$ cat config.mk
export PLATFORM = sky130hd
export DESIGN_NAME = clk_stop_gate
export DESIGN_NICKNAME = d
export VERILOG_FILES = /design/src/rtl/clk_stop_pkg.sv /design/src/rtl/clk_stop_sync.sv /design/src/rtl/clk_gate_cell.sv /design/src/rtl/clk_gate_bank.sv /design/src/rtl/clk_stop_gate.sv
export SDC_FILE = /design/constraint.sdc
export NUM_CORES = 1
export LEC_CHECK = 0
export ABC_AREA = 0
export BUFFER_PORTS_ARGS = -buffer_cell sky130_fd_sc_hd__buf_2
export CORE_MARGIN = 2
export CORE_UTILIZATION = 40
export DETAILED_ROUTE_END_ITERATION = 6
export PLACE_DENSITY = 0.72
export SLEW_MARGIN = 20
export SYNTH_ARGS = -nofsm -noshare
export SYNTH_HDL_FRONTEND = slang
export SYNTH_HIERARCHICAL = 1
export SYNTH_SLANG_ARGS = --single-unit
$ cat constraint.sdc
create_clock -name clk_i -period 1.4 [get_ports clk_i]
set_input_delay 0.14 -clock clk_i [delete_from_list [all_inputs] [get_ports clk_i]]
set_output_delay 0.14 -clock clk_i [all_outputs]
set_load 0.05 [all_outputs]
$ cat src/rtl/clk_stop_pkg.sv
package clk_stop_pkg;

  // which stop pin, if any, governs an output
  typedef enum logic [1:0] {
    STOP_NONE = 2'd0,
    STOP_CPU  = 2'd1,
    STOP_PCI  = 2'd2
  } stop_grp_e;

  typedef struct packed {
    logic cpu;
    logic pci;
  } stop_req_t;

  function automatic logic stop_hits(input stop_grp_e grp, input stop_req_t req);
    case (grp)
      STOP_CPU: return req.cpu;
      STOP_PCI: return req.pci;
      default:  return 1'b0;
    endcase
  endfunction

endpackage

$ cat src/rtl/clk_stop_sync.sv
module clk_stop_sync
  import clk_stop_pkg::*;
#(
  parameter int STAGES = 2
) (
  input  logic      clk_i,
  input  logic      rst_ni,
  input  logic      cpu_stop_ni,
  input  logic      pci_stop_ni,
  input  logic      mode_i,
  input  logic      pci_free_i,
  output stop_req_t stop_o,
  output logic      pci_rise_o
);

  localparam int NPIN = 2;

  logic [NPIN-1:0]              pin_n;
  logic [STAGES-1:0][NPIN-1:0]  sync_q;
  logic [NPIN-1:0]              pin_sync_n;
  stop_req_t                    stop_q;
  logic                         pci_free_q;

  assign pin_n      = {pci_stop_ni, cpu_stop_ni};
  assign pin_sync_n = sync_q[STAGES-1];

  always_ff @(posedge clk_i or negedge rst_ni) begin
    if (!rst_ni) begin
      sync_q     <= '1;
      stop_q     <= '0;
      pci_free_q <= 1'b0;
    end else begin
      sync_q     <= {sync_q[STAGES-2:0], pin_n};
      stop_q.cpu <= ~pin_sync_n[0] & ~mode_i;
      stop_q.pci <= ~pin_sync_n[1] & ~mode_i;
      pci_free_q <= pci_free_i;
    end
  end

  assign stop_o     = stop_q;
  assign pci_rise_o = pci_free_i & ~pci_free_q;

  // strap set keeps both stop requests clear
  assert_mode_masks_R6: assert property (@(posedge clk_i) disable iff (!rst_ni)
    $past(mode_i) |-> (!stop_q.cpu && !stop_q.pci));

endmodule

$ cat src/rtl/clk_gate_cell.sv
module clk_gate_cell
  import clk_stop_pkg::*;
#(
  parameter stop_grp_e GRP = STOP_NONE
) (
  input  logic      clk_i,
  input  logic      rst_ni,
  input  logic      src_i,
  input  logic      pci_rise_i,
  input  stop_req_t stop_i,
  input  logic      en_i,
  output logic      clk_o
);

  logic want, pend, src_fall;
  logic src_q, run_q, armed_q, out_q;

  assign want     = en_i & ~stop_hits(GRP, stop_i);
  assign pend     = want ^ run_q;
  assign src_fall = src_q & ~src_i;

  // run state moves only while the source is low: pulses stay whole
  always_ff @(posedge clk_i or negedge rst_ni) begin
    if (!rst_ni) begin
      src_q   <= 1'b0;
      run_q   <= 1'b0;
      armed_q <= 1'b0;
      out_q   <= 1'b0;
    end else begin
      src_q <= src_i;
      out_q <= src_i & run_q;
      if (!pend) begin
        armed_q <= 1'b0;
      end else if (armed_q && src_fall) begin
        run_q   <= want;
        armed_q <= 1'b0;
      end else if (pci_rise_i) begin
        armed_q <= 1'b1;
      end
    end
  end

  assign clk_o = out_q;

  assert_fall_full_R1: assert property (@(posedge clk_i) disable iff (!rst_ni)
    $fell(clk_o) |-> !$past(src_i));

  assert_rise_full_R1: assert property (@(posedge clk_i) disable iff (!rst_ni)
    $rose(clk_o) |-> ($past(src_i) && !$past(src_i, 2)));

  assert_run_qualified_R2: assert property (@(posedge clk_i) disable iff (!rst_ni)
    (run_q != $past(run_q)) |-> ($past(armed_q) && !$past(src_i)));

endmodule

$ cat src/rtl/clk_gate_bank.sv
module clk_gate_bank
  import clk_stop_pkg::*;
#(
  parameter int        N   = 1,
  parameter stop_grp_e GRP = STOP_NONE
) (
  input  logic         clk_i,
  input  logic         rst_ni,
  input  logic         src_i,
  input  logic         pci_rise_i,
  input  stop_req_t    stop_i,
  input  logic [N-1:0] en_i,
  output logic [N-1:0] clk_o
);

  for (genvar i = 0; i < N; i++) begin : g_cell
    clk_gate_cell #(.GRP(GRP)) i_cell (
      .clk_i      (clk_i),
      .rst_ni     (rst_ni),
      .src_i      (src_i),
      .pci_rise_i (pci_rise_i),
      .stop_i     (stop_i),
      .en_i       (en_i[i]),
      .clk_o      (clk_o[i])
    );
  end

endmodule

$ cat src/rtl/clk_stop_gate.sv
module clk_stop_gate
  import clk_stop_pkg::*;
#(
  parameter int CPU_N       = 2,
  parameter int APIC_N      = 1,
  parameter int SDRAM_N     = 4,
  parameter int PCI_N       = 6,
  parameter int SYNC_STAGES = 2
) (
  input  logic               clk_i,
  input  logic               rst_ni,
  input  logic               cpu_clk_i,
  input  logic               pci_clk_i,
  input  logic               pci_free_i,
  input  logic               ref_clk_i,
  input  logic               cpu_stop_ni,
  input  logic               pci_stop_ni,
  input  logic               mode_i,
  input  logic               float_i,
  input  logic               en_cpu_free_i,
  input  logic [CPU_N-1:0]   en_cpu_i,
  input  logic               en_apic_free_i,
  input  logic [APIC_N-1:0]  en_apic_i,
  input  logic               en_sdram_free_i,
  input  logic [SDRAM_N-1:0] en_sdram_i,
  input  logic               en_pci_free_i,
  input  logic [PCI_N-1:0]   en_pci_i,
  output logic               cpu_free_o,
  output logic [CPU_N-1:0]   cpu_o,
  output logic               apic_free_o,
  output logic [APIC_N-1:0]  apic_o,
  output logic               sdram_free_o,
  output logic [SDRAM_N-1:0] sdram_o,
  output logic               pci_free_o,
  output logic [PCI_N-1:0]   pci_o,
  output logic               oe_o
);

  stop_req_t stop_req;
  logic      pci_rise;

  clk_stop_sync #(.STAGES(SYNC_STAGES)) i_sync (
    .clk_i       (clk_i),
    .rst_ni      (rst_ni),
    .cpu_stop_ni (cpu_stop_ni),
    .pci_stop_ni (pci_stop_ni),
    .mode_i      (mode_i),
    .pci_free_i  (pci_free_i),
    .stop_o      (stop_req),
    .pci_rise_o  (pci_rise)
  );

  clk_gate_bank #(.N(1), .GRP(STOP_NONE)) i_cpu_free (
    .clk_i(clk_i), .rst_ni(rst_ni), .src_i(cpu_clk_i), .pci_rise_i(pci_rise),
    .stop_i(stop_req), .en_i(en_cpu_free_i), .clk_o(cpu_free_o));

  clk_gate_bank #(.N(CPU_N), .GRP(STOP_CPU)) i_cpu (
    .clk_i(clk_i), .rst_ni(rst_ni), .src_i(cpu_clk_i), .pci_rise_i(pci_rise),
    .stop_i(stop_req), .en_i(en_cpu_i), .clk_o(cpu_o));

  clk_gate_bank #(.N(1), .GRP(STOP_NONE)) i_apic_free (
    .clk_i(clk_i), .rst_ni(rst_ni), .src_i(ref_clk_i), .pci_rise_i(pci_rise),
    .stop_i(stop_req), .en_i(en_apic_free_i), .clk_o(apic_free_o));

  clk_gate_bank #(.N(APIC_N), .GRP(STOP_CPU)) i_apic (
    .clk_i(clk_i), .rst_ni(rst_ni), .src_i(ref_clk_i), .pci_rise_i(pci_rise),
    .stop_i(stop_req), .en_i(en_apic_i), .clk_o(apic_o));

  clk_gate_bank #(.N(1), .GRP(STOP_NONE)) i_sdram_free (
    .clk_i(clk_i), .rst_ni(rst_ni), .src_i(cpu_clk_i), .pci_rise_i(pci_rise),
    .stop_i(stop_req), .en_i(en_sdram_free_i), .clk_o(sdram_free_o));

  clk_gate_bank #(.N(SDRAM_N), .GRP(STOP_CPU)) i_sdram (
    .clk_i(clk_i), .rst_ni(rst_ni), .src_i(cpu_clk_i), .pci_rise_i(pci_rise),
    .stop_i(stop_req), .en_i(en_sdram_i), .clk_o(sdram_o));

  clk_gate_bank #(.N(1), .GRP(STOP_NONE)) i_pci_free (
    .clk_i(clk_i), .rst_ni(rst_ni), .src_i(pci_free_i), .pci_rise_i(pci_rise),
    .stop_i(stop_req), .en_i(en_pci_free_i), .clk_o(pci_free_o));

  clk_gate_bank #(.N(PCI_N), .GRP(STOP_PCI)) i_pci (
    .clk_i(clk_i), .rst_ni(rst_ni), .src_i(pci_clk_i), .pci_rise_i(pci_rise),
    .stop_i(stop_req), .en_i(en_pci_i), .clk_o(pci_o));

  assign oe_o = ~float_i;

endmodule

==> Word-level counts from Yosys, hierarchy flattened <==
Cells that the tools add are included.
{ "classes": {"n_bitwise": 65, "n_eq_ne": 17, "n_reduce_logical": 34, "muxes": 35} }
{ "ops": {"columns": ["op", "n"], "rows": [
  ["3-bit by 2-bit != test with 1-bit output, second input constant", 13],
  ["1-bit bitwise AND", 37],
  ["1-bit 2-to-1 mux", 35],
  ["2-bit AND reduction", 17],
  ["1-bit logical AND", 17],
  ["1-bit bitwise XOR", 17],
  ["3-bit by 1-bit != test with 1-bit output, second input constant", 4],
  ["1-bit inverter", 11]
]} }
{ "totals": {"input_bits": 27, "output_inout_bits": 18, "regBits": 61, "elab_cells": 210} }

==> Logic depth before layout (Yosys ltp) <==
Gate-level depths: netlist (run 1).
{ "logic_depth": {"word_depth": 5, "ltp_mapped": 3, "depth_no_buf": 3} }

==> Cells and area by module <==
The synthesis (run 1) kept the hierarchy.
{ "modules_own_cells": {"columns": ["module", "seq_area_each_um2", "n_inst", "cells_each", "area_per_inst_um2"], "rows": [
  ["clk_gate_cell (i_apic.g_cell[0].i_cell ...)", 100.1, 13, 11, 166.4],
  ["clk_gate_cell (i_apic_free.g_cell[0].i_cell ...)", 100.1, 4, 9, 145.1],
  ["clk_stop_sync", 180.2, 1, 10, 201.4],
  ["clk_stop_gate", 0.0, 1, 1, 3.8]
]} }

==> Worst setup path after synthesis (run 1) <==
Ideal clock, no wire load.
{ "synth_path": {"path_type": "register -> register", "from": "register i_sync.pci_free_q", "to": "register i_apic_free.g_cell[0].i_cell.armed_q", "setup_ns": 0.094, "t_arrival_ns": 0.916, "required_ns": 1.306, "path_buffers": 0, "slack_ns": 0.390, "path_stages_with_launch": 4, "cell_sequence": "dfrtp_1 > nor2b_4 > o22ai_1 > a211oi_1"} }
{ "synth_between": {"elab_chain_cells": 3} }
{ "synth_lines": {"columns": ["item", "line_no", "source"], "rows": [
  ["start: declaration", "clk_stop_sync.sv:22", "logic pci_free_q;"],
  ["start signal: assignment", "clk_stop_sync.sv:36", "pci_free_q <= pci_free_i;"],
  ["1-bit inverter", "clk_stop_sync.sv:41", "assign pci_rise_o = pci_free_i & ~pci_free_q;"],
  ["1-bit bitwise AND", "clk_stop_sync.sv:41", null],
  ["via pci_rise", "clk_stop_gate.sv:40", "logic pci_rise;"],
  ["3-bit by 1-bit != test with 1-bit output (no source line)", null, null],
  ["end signal: assignment", "clk_gate_cell.sv:27", "armed_q <= 1'b0;"],
  ["end signal: assignment", "clk_gate_cell.sv:33", "armed_q <= 1'b0;"],
  ["end signal: assignment", "clk_gate_cell.sv:36", "armed_q <= 1'b0;"],
  ["end: declaration", "clk_gate_cell.sv:16", "logic src_q, run_q, armed_q, out_q;"]
]} }
The timed path passes the listed nets, and every way through them passes these cells.
A chain may end at the register's enable or synchronous reset.

==> Worst setup path in the final report (run 1) <==
{ "layout_path": {"from": "input port pci_free_i", "to": "register i_sdram.g_cell[0].i_cell.armed_q"} }
{ "layout_between": {"elab_chain_cells": 2} }
{ "layout_lines": {"columns": ["item", "line_no", "source"], "rows": [
  ["start: declaration", "clk_stop_gate.sv:14", "input logic pci_free_i,"],
  ["1-bit bitwise AND", "clk_stop_sync.sv:41", null],
  ["via pci_rise", "clk_stop_gate.sv:40", null],
  ["3-bit by 2-bit != test with 1-bit output (no source line)", null, null],
  ["end signal: assignment", "clk_gate_cell.sv:27", null],
  ["end signal: assignment", "clk_gate_cell.sv:33", null],
  ["end signal: assignment", "clk_gate_cell.sv:36", null],
  ["end: declaration", "clk_gate_cell.sv:16", null]
]} }
The timed path passes the listed nets, and every way through them passes these cells.

==> reports/qor.yml, run 1 <==
syn_nets: 217
hp-start: "en_cpu_free_i"
path_buf_inv: 3
crit_chain: "dlygate4sd3_1 > buf_2 > nor2b_4 > buf_12 > nor2_1 > a211oi_1"
core_area_sq_um: 7214
area_growth_pct: 24.23
fmax_mhz: 783.6
powerDensity_nw_per_um2: 1842
worst_slack_ns: 0.1239
worstSetupPathType: "in2reg"
holdPathStages: 2
r2r_slack_ns: 0.23
yosysMostFrequentCell: "dfrtp_1"
cp-startpoint: "pci_free_i"
dp_cells: 336
max_cap_violations: 0
post_cts_buffers: 0
power.leakage_nw: 1.904
ys_ff_latch: 75
synthAdderAreaFrac_pct: 0
wire_per_inst_um: 13.54
postSynth.asyncResetShare_pct: 100.0
dp_hpwl_mm: 3.227
grt_first_pass_wirelength_mm: 8.404
grt_max_degree: 33
cts_tree: "done"
synthMuxAreaShare_pct: 8.655
num_rows: 31
cts_root_buf: "clkbuf_8"
crit_path_top_delay_cell: "dlygate4sd3_1"
htree_levels: 3
vias: 1720
overflow: 0
cp_top_family: "buffers and inverters"
crit_required_ns: 1.63
fin_setup_tns_ns: 0
io_buffers: 44
syn_area_per_cell_sq_um: 15.52
pwr-share-clk_pct: 29.1
seqPwrFrac_pct: 47.0
drtIter0Drc: 76
ant_nets: 0
drive_above_1_share_pct: 44.06
finalMaxSlewViolations: 0
min_to: "i_cpu_free/g_cell[0].i_cell/armed_q$_DFFE_PN0P_"
synth_cell_types: 14
grt_antenna_before_repair: 0
slew_headroom_pct: 70.89
cts_buffers: 9
crit_fanout: 11
r2r_cells: 4
crit_cells: 6
max_stage_delay_ns: 0.53
rsz0062_at_grt: "no"
synth_compound_area_share_pct: 7.382
wl_mm: 4.876
timing.rr.end: "i_sdram/g_cell[0].i_cell/armed_q$_DFFE_PN0P_"
yosys.area_share.simple_pct: 20.03
synth_ff_type: "dfrtp_1"
dieArea_sq_um: 8076
period_needed_ns: 1.276
seq_area_frac_synth_pct: 63.81
synth_top_cell_by_area: "dfrtp_1"
firstDrtPassIters: 4
synthTopCellsByArea: "dfrtp_1, nand3b_4, mux2_4"
p_comb_share_pct: 23.9
grt_usage_pct: 13.15
clk-insertion-delay-late_ns: 0.34
yosys_warnings: 6
hold_viol_final: 0
start_util_pct: 40.88
die_height_um: 89.87
outcome: "finished clean"
chipWidth_um: 89.87
ir_drop_v: 0.0007209
fin_skew_ns: 0.008894
p_switching_w: 0.002084
min_path_type: "in2reg"
drc: 0
vias_per_cell: 4.778
syn-cell-area_sq_um: 2949
finalNetCount: 283
worst_pin_slew_ns: 0.4367
synth-edff-count: 0
clkTransAtPathRegs_ns: 0.08
timing.rr.start: "i_sync/pci_free_q$_DFF_PN0_"
yosys-top-cells-count: "dfrtp_1, a211oi_1, mux2_4"
grt_pass1_vias: 1750
synth_cells: 190
n_antenna_cell: 0
place_ws_ns: 0.2253
synth_xor_xnor_area_share_pct: 0
critPathLaunchType: "primary input"
cts_buffer_depth: 2
fin_crit_sh_pct: 91.15
switching_share_pct: 30.88
cts_num_sinks: 75
synth.top_cell.area_share_pct: 60.25
setup-violations-final: 0
arrival_ns: 1.51
setup.worst_path.end_class: "register"
intPower_w: 0.004665
synth_top_family_by_area: "simple AND/OR/NAND/NOR gates"
stdcell_count: 360
io_pins: 45
place_congestion: 0.7413
state kept, by name, indices dropped and copies added, names as in the netlist, 4 cells and up:
register and cells:
i_pci/g_cell.i_cell/armed_q 6, i_sdram/g_cell.i_cell/run_q 4, i_sdram/g_cell.i_cell/clk_o 4, i_pci/g_cell.i_cell/src_q 6, i_sdram/g_cell.i_cell/src_q 4, i_sdram/g_cell.i_cell/armed_q 4, i_pci/g_cell.i_cell/run_q 6, i_pci/g_cell.i_cell/clk_o 6
per-stage QoR:
step	area (sq um)	utilization [%]	power [W]	hold slack, ns
2_1_floorplan	2949	-	0.004380	-0.1556
3_3_place_gp	3343	46.34	0.004747	0.1079
3_5_place_dp	3343	46.34	0.004825	0.1104
4_1_cts	3664	50.78	0.006838	0.002365
5_1_grt	3664	50.78	0.007113	0.009390
6_report	3664	50.78	0.006748	0.02402
power groups by stage:
stage	Clock (W)	Combinational, W	Sequential (W)
after global placement	0	0.00156	0.00318
after global routing	0.00211	0.00174	0.00326
after floorplan	0	0.000801	0.00358
after detailed placement	0	0.00162	0.00321
after CTS	0.00203	0.00164	0.00317
final	0.00196	0.00161	0.00317
cell type report:
class	instances	area, sq um
clock inverters	7	116.4
well taps	99	123.9
repair buffers	55	350.3
fillers	647	3551
inverters	1	3.754
flip-flops and latches	75	1882
clock buffers	9	123.9
multi-input cells	114	1064
cell families after synthesis:
family                 count (synthesis)
AOI/OAI and AO/OA                     34
buffers and inverters                  1
DFF                                   75
muxes                                 17
and+or+nand+nor                       63
worst max path at each step:
stage	to	slack (ns)
final	i_sdram/g_cell[0].i_cell/armed_q$_DFFE_PN0P_	0.12
after global routing	i_sdram/g_cell[0].i_cell/armed_q$_DFFE_PN0P_	0.00003
after CTS	i_sdram/g_cell[0].i_cell/armed_q$_DFFE_PN0P_	0.11
after detailed placement	i_cpu_free/g_cell[0].i_cell/run_q$_DFFE_PN0P_	0.23
after global placement	i_cpu_free/g_cell[0].i_cell/run_q$_DFFE_PN0P_	0.26
after floorplan	i_apic_free/g_cell[0].i_cell/armed_q$_DFFE_PN0P_	0.39
layer usage:
metal | up-vias | track usage (%) | part of all wire, %
met2 | 38 | 19.38 | 47
met5 | - | 0 | 0
li1 | 803 | - | -
met3 | 7 | 3.940 | 4.8
met1 | 872 | 18.36 | 47
met4 | 0 | 5.256 | 1.5
cells in the final DEF (no fill, tap or decap):
master	count
a211oi_1	17
and2_1	13
and2_2	4
and3b_1	4
buf_12	2
buf_2	43
buf_4	2
bufinv_16	3
clkbuf_8	9
clkinv_2	2
clkinv_4	1
clkinvlp_4	1
dfrtp_1	71
dfstp_2	4
dlygate4sd3_1	8
inv_1	1
mux2_4	17
nand3b_4	13
nor2_1	15
nor2b_2	13
nor2b_4	1
o21ai_0	13
o22ai_1	4
worst reg2reg max path: stages (launching register included):
cell and delay (ns):
dfrtp_1 0.40, nor2b_4 0.22, buf_12 0.17, nor2_1 0.05, a211oi_1 0.23
repair_timing:
action                                 4_1_cts  5_1_grt
gates resized for setup                      0        0
hold buffers                                 8        0
endpoints found under the hold margin       36        0
No activity file was read; power rests on OpenSTA's default activity.
==> inputs of run 2 (changes only) <==
--- a/config.mk
+++ b/config.mk
@@ -10,7 +10,7 @@
 export CORE_MARGIN = 2
 export CORE_UTILIZATION = 40
 export DETAILED_ROUTE_END_ITERATION = 6
-export PLACE_DENSITY = 0.72
+export PLACE_DENSITY = 0.67
 export SLEW_MARGIN = 20
 export SYNTH_ARGS = -nofsm -noshare
 export SYNTH_HDL_FRONTEND = slang
==> reports/qor.yml, run 2 (synthesis gave the netlist of run 1 again) <==
cp_top_family: "buffers and inverters"
crit_fanout: 11  # unchanged
chipWidth_um: 89.87  # unchanged
firstDrtPassIters: 4  # unchanged
grt_pass1_vias: 1753  # +0.17%
met2_length_mm: 2.217  # -3.4%
path_buf_inv: 3  # unchanged
crit_path_top_delay_cell: "dlygate4sd3_1"
pwr-share-clk_pct: 24.9  # -4.2 points
grt_first_pass_wirelength_mm: 8.259  # -1.7%
area_growth_pct: 22.70
fin_skew_ns: 0.006985  # -0.001909 ns
powerDensity_nw_per_um2: 1761  # -4.4%
dieArea_sq_um: 8076  # unchanged
final_cell_mix: "dfrtp_1, buf_2, mux2_4, a211oi_1, nor2_1"
worstSetupPathType: "in2reg"
met3WireLength_um: 165  # -29%
switching_share_pct: 31.54  # +0.67 points
n_antenna_cell: 0  # unchanged
fillers: 637  # -1.5%
finalNetCount: 284  # +0.35%
fmax_mhz: 749.0  # -4.4%
clkTransAtPathRegs_ns: 0.07  # about the same
die_height_um: 89.87  # unchanged
setup.worst_path.end_class: "register"
intPower_w: 0.004361  # -6.5%
place_congestion: 0.6953  # -6.2%
cts_buffers: 9  # unchanged
drtIter0Drc: 83  # +9.2%
critPathLaunchType: "primary input"
io_pins: 45  # unchanged
post_cts_buffers: 0  # unchanged
highest_layer: "met4"
final_common_cell: "dfrtp_1"
cts-resized-gates: 0  # unchanged
stdcell_count: 361  # +0.28%
ctsHoldBuffers: 8  # unchanged
ant_nets: 0  # unchanged
dp_hpwl_mm: 3.180  # -1.5%
rsz0062_at_grt: "no"
crit_required_ns: 1.63  # about the same
cts_root_buf: "clkbuf_8"
dp_cells: 337  # +0.30%
outcome: "finished clean"
arrival_ns: 1.56  # +0.05 ns
wl_mm: 4.810  # -1.4%
hold_viol_final: 0  # unchanged
core_area_sq_um: 7214  # unchanged
power.leakage_nw: 1.884  # -1.0%
drc: 0  # unchanged
wl_met1_mm: 2.366  # +3.9%
seqPwrFrac_pct: 49.8  # +2.8 points
cts_buffer_depth: 2  # unchanged
grt_usage_pct: 13.09  # -0.062 points
worst_pin_slew_ns: 0.4091  # -0.02762 ns
drive_above_1_share_pct: 42.75  # -1.3 points
grt_max_degree: 39  # +18%
max_stage_delay_ns: 0.52  # about the same
vias: 1672  # -2.8%
period_needed_ns: 1.335  # +0.05906 ns
clk-insertion-delay-late_ns: 0.33  # about the same
setup-violations-final: 0  # unchanged
vias_per_cell: 4.632  # -3.1%
max_cap_violations: 0  # unchanged
io_buffers: 44  # unchanged
start_util_pct: 40.88  # unchanged
num_rows: 31  # unchanged
min_path_type: "in2reg"
fin_crit_sh_pct: 95.37  # +4.2 points
p_switching_w: 0.002010  # -3.6%
finalMaxSlewViolations: 0  # unchanged
overflow: 0  # unchanged
slew_headroom_pct: 72.73  # +1.8 points
cts_tree: "done"
ir_drop_v: 0.0006223  # -14%
p_comb_share_pct: 25.3  # +1.4 points
wire_per_inst_um: 13.32  # -1.6%
fin_setup_tns_ns: 0  # unchanged
cts_num_sinks: 75  # unchanged
htree_levels: 3  # unchanged
grt_antenna_before_repair: 0  # unchanged
crit_chain: "dlygate4sd3_1 > buf_2 > nor2b_4 > buf_12 > nor2_1 > a211oi_1"
==> run 2: cell count changes in the layout (fill, tap and decap cells not counted), sizes merged <==
| cell | change |
|---|---|
| clkinvlp | -1 |
| bufinv | -2 |
| buf | +1 |
| clkbuf | +5 |
| clkinv | -2 |
==> run 2: per-stage QoR <==
stage / power [W] / utilization (%) / hold WS, ns / instance area (sq um) / setup slack (ns)
floorplan: 0.004380 / - / -0.1556 / 2949 / 0.3902
global placement: 0.004758 / 46.44 / 0.09118 / 3351 / 0.3089
detailed placement: 0.004821 / 46.44 / 0.09131 / 3351 / 0.1874
CTS: 0.006442 / 50.16 / 0.003241 / 3618 / 0.09814
global route: 0.006713 / 50.16 / 0.01946 / 3618 / 0.008752
finish: 0.006371 / 50.16 / 0.02752 / 3618 / 0.06484
==> run 2: path summary, 6_finish.rpt <==
check | slack (ns) | startpoint | cells after the start | to
setup reg to reg | 0.18 | i_sync/pci_free_q$_DFF_PN0_ | 4 | i_sdram/g_cell[0].i_cell/armed_q$_DFFE_PN0P_
hold reg to reg | 0.36 | i_sync/sync_q[0]$_DFF_PN1_ | 0 | i_sync/pin_sync_n[0]$_DFF_PN1_
min in group asynchronous | 0.28 | rst_ni | 2 | i_pci_free/g_cell[0].i_cell/clk_o$_DFF_PN0_
setup / recovery | 0.06 | pci_free_i | 6 | i_sdram/g_cell[0].i_cell/armed_q$_DFFE_PN0P_
hold / removal | 0.03 | en_pci_free_i | 2 | i_pci_free/g_cell[0].i_cell/armed_q$_DFFE_PN0P_
max in group asynchronous | 0.60 | rst_ni | 3 | i_apic_free/g_cell[0].i_cell/src_q$_DFF_PN0_
==> run 2: layer usage <==
| layer | vias to the layer above | track usage, % |
|---|---|---|
| met5 | - | 0 |
| met4 | 0 | 7.308 |
| met3 | 6 | 3.437 |
| met2 | 32 | 19.07 |
| met1 | 831 | 17.88 |
| li1 | 803 | - |
==> run 2: cell type report <==
class / instances / area (sq um) / area share, %
well taps: 99 / 123.9 / 3.423
inverters: 1 / 3.754 / 0.1037
clock inverters: 2 / 35.03 / 0.9682
flip-flops and latches: 75 / 1882 / 52.01
multi-input cells: 114 / 1064 / 29.39
clock buffers: 14 / 152.6 / 4.219
repair buffers: 56 / 357.8 / 9.889
==> run 2: power by group through the flow <==
stage | clock [W] | combinational [W] | sequential [W]
floorplan | 0 | 0.000801 | 0.00358
global route | 0.00173 | 0.00173 | 0.00325
finish | 0.00158 | 0.00161 | 0.00317
global placement | 0 | 0.00157 | 0.00319
detailed placement | 0 | 0.00162 | 0.00320
CTS | 0.00164 | 0.00163 | 0.00317
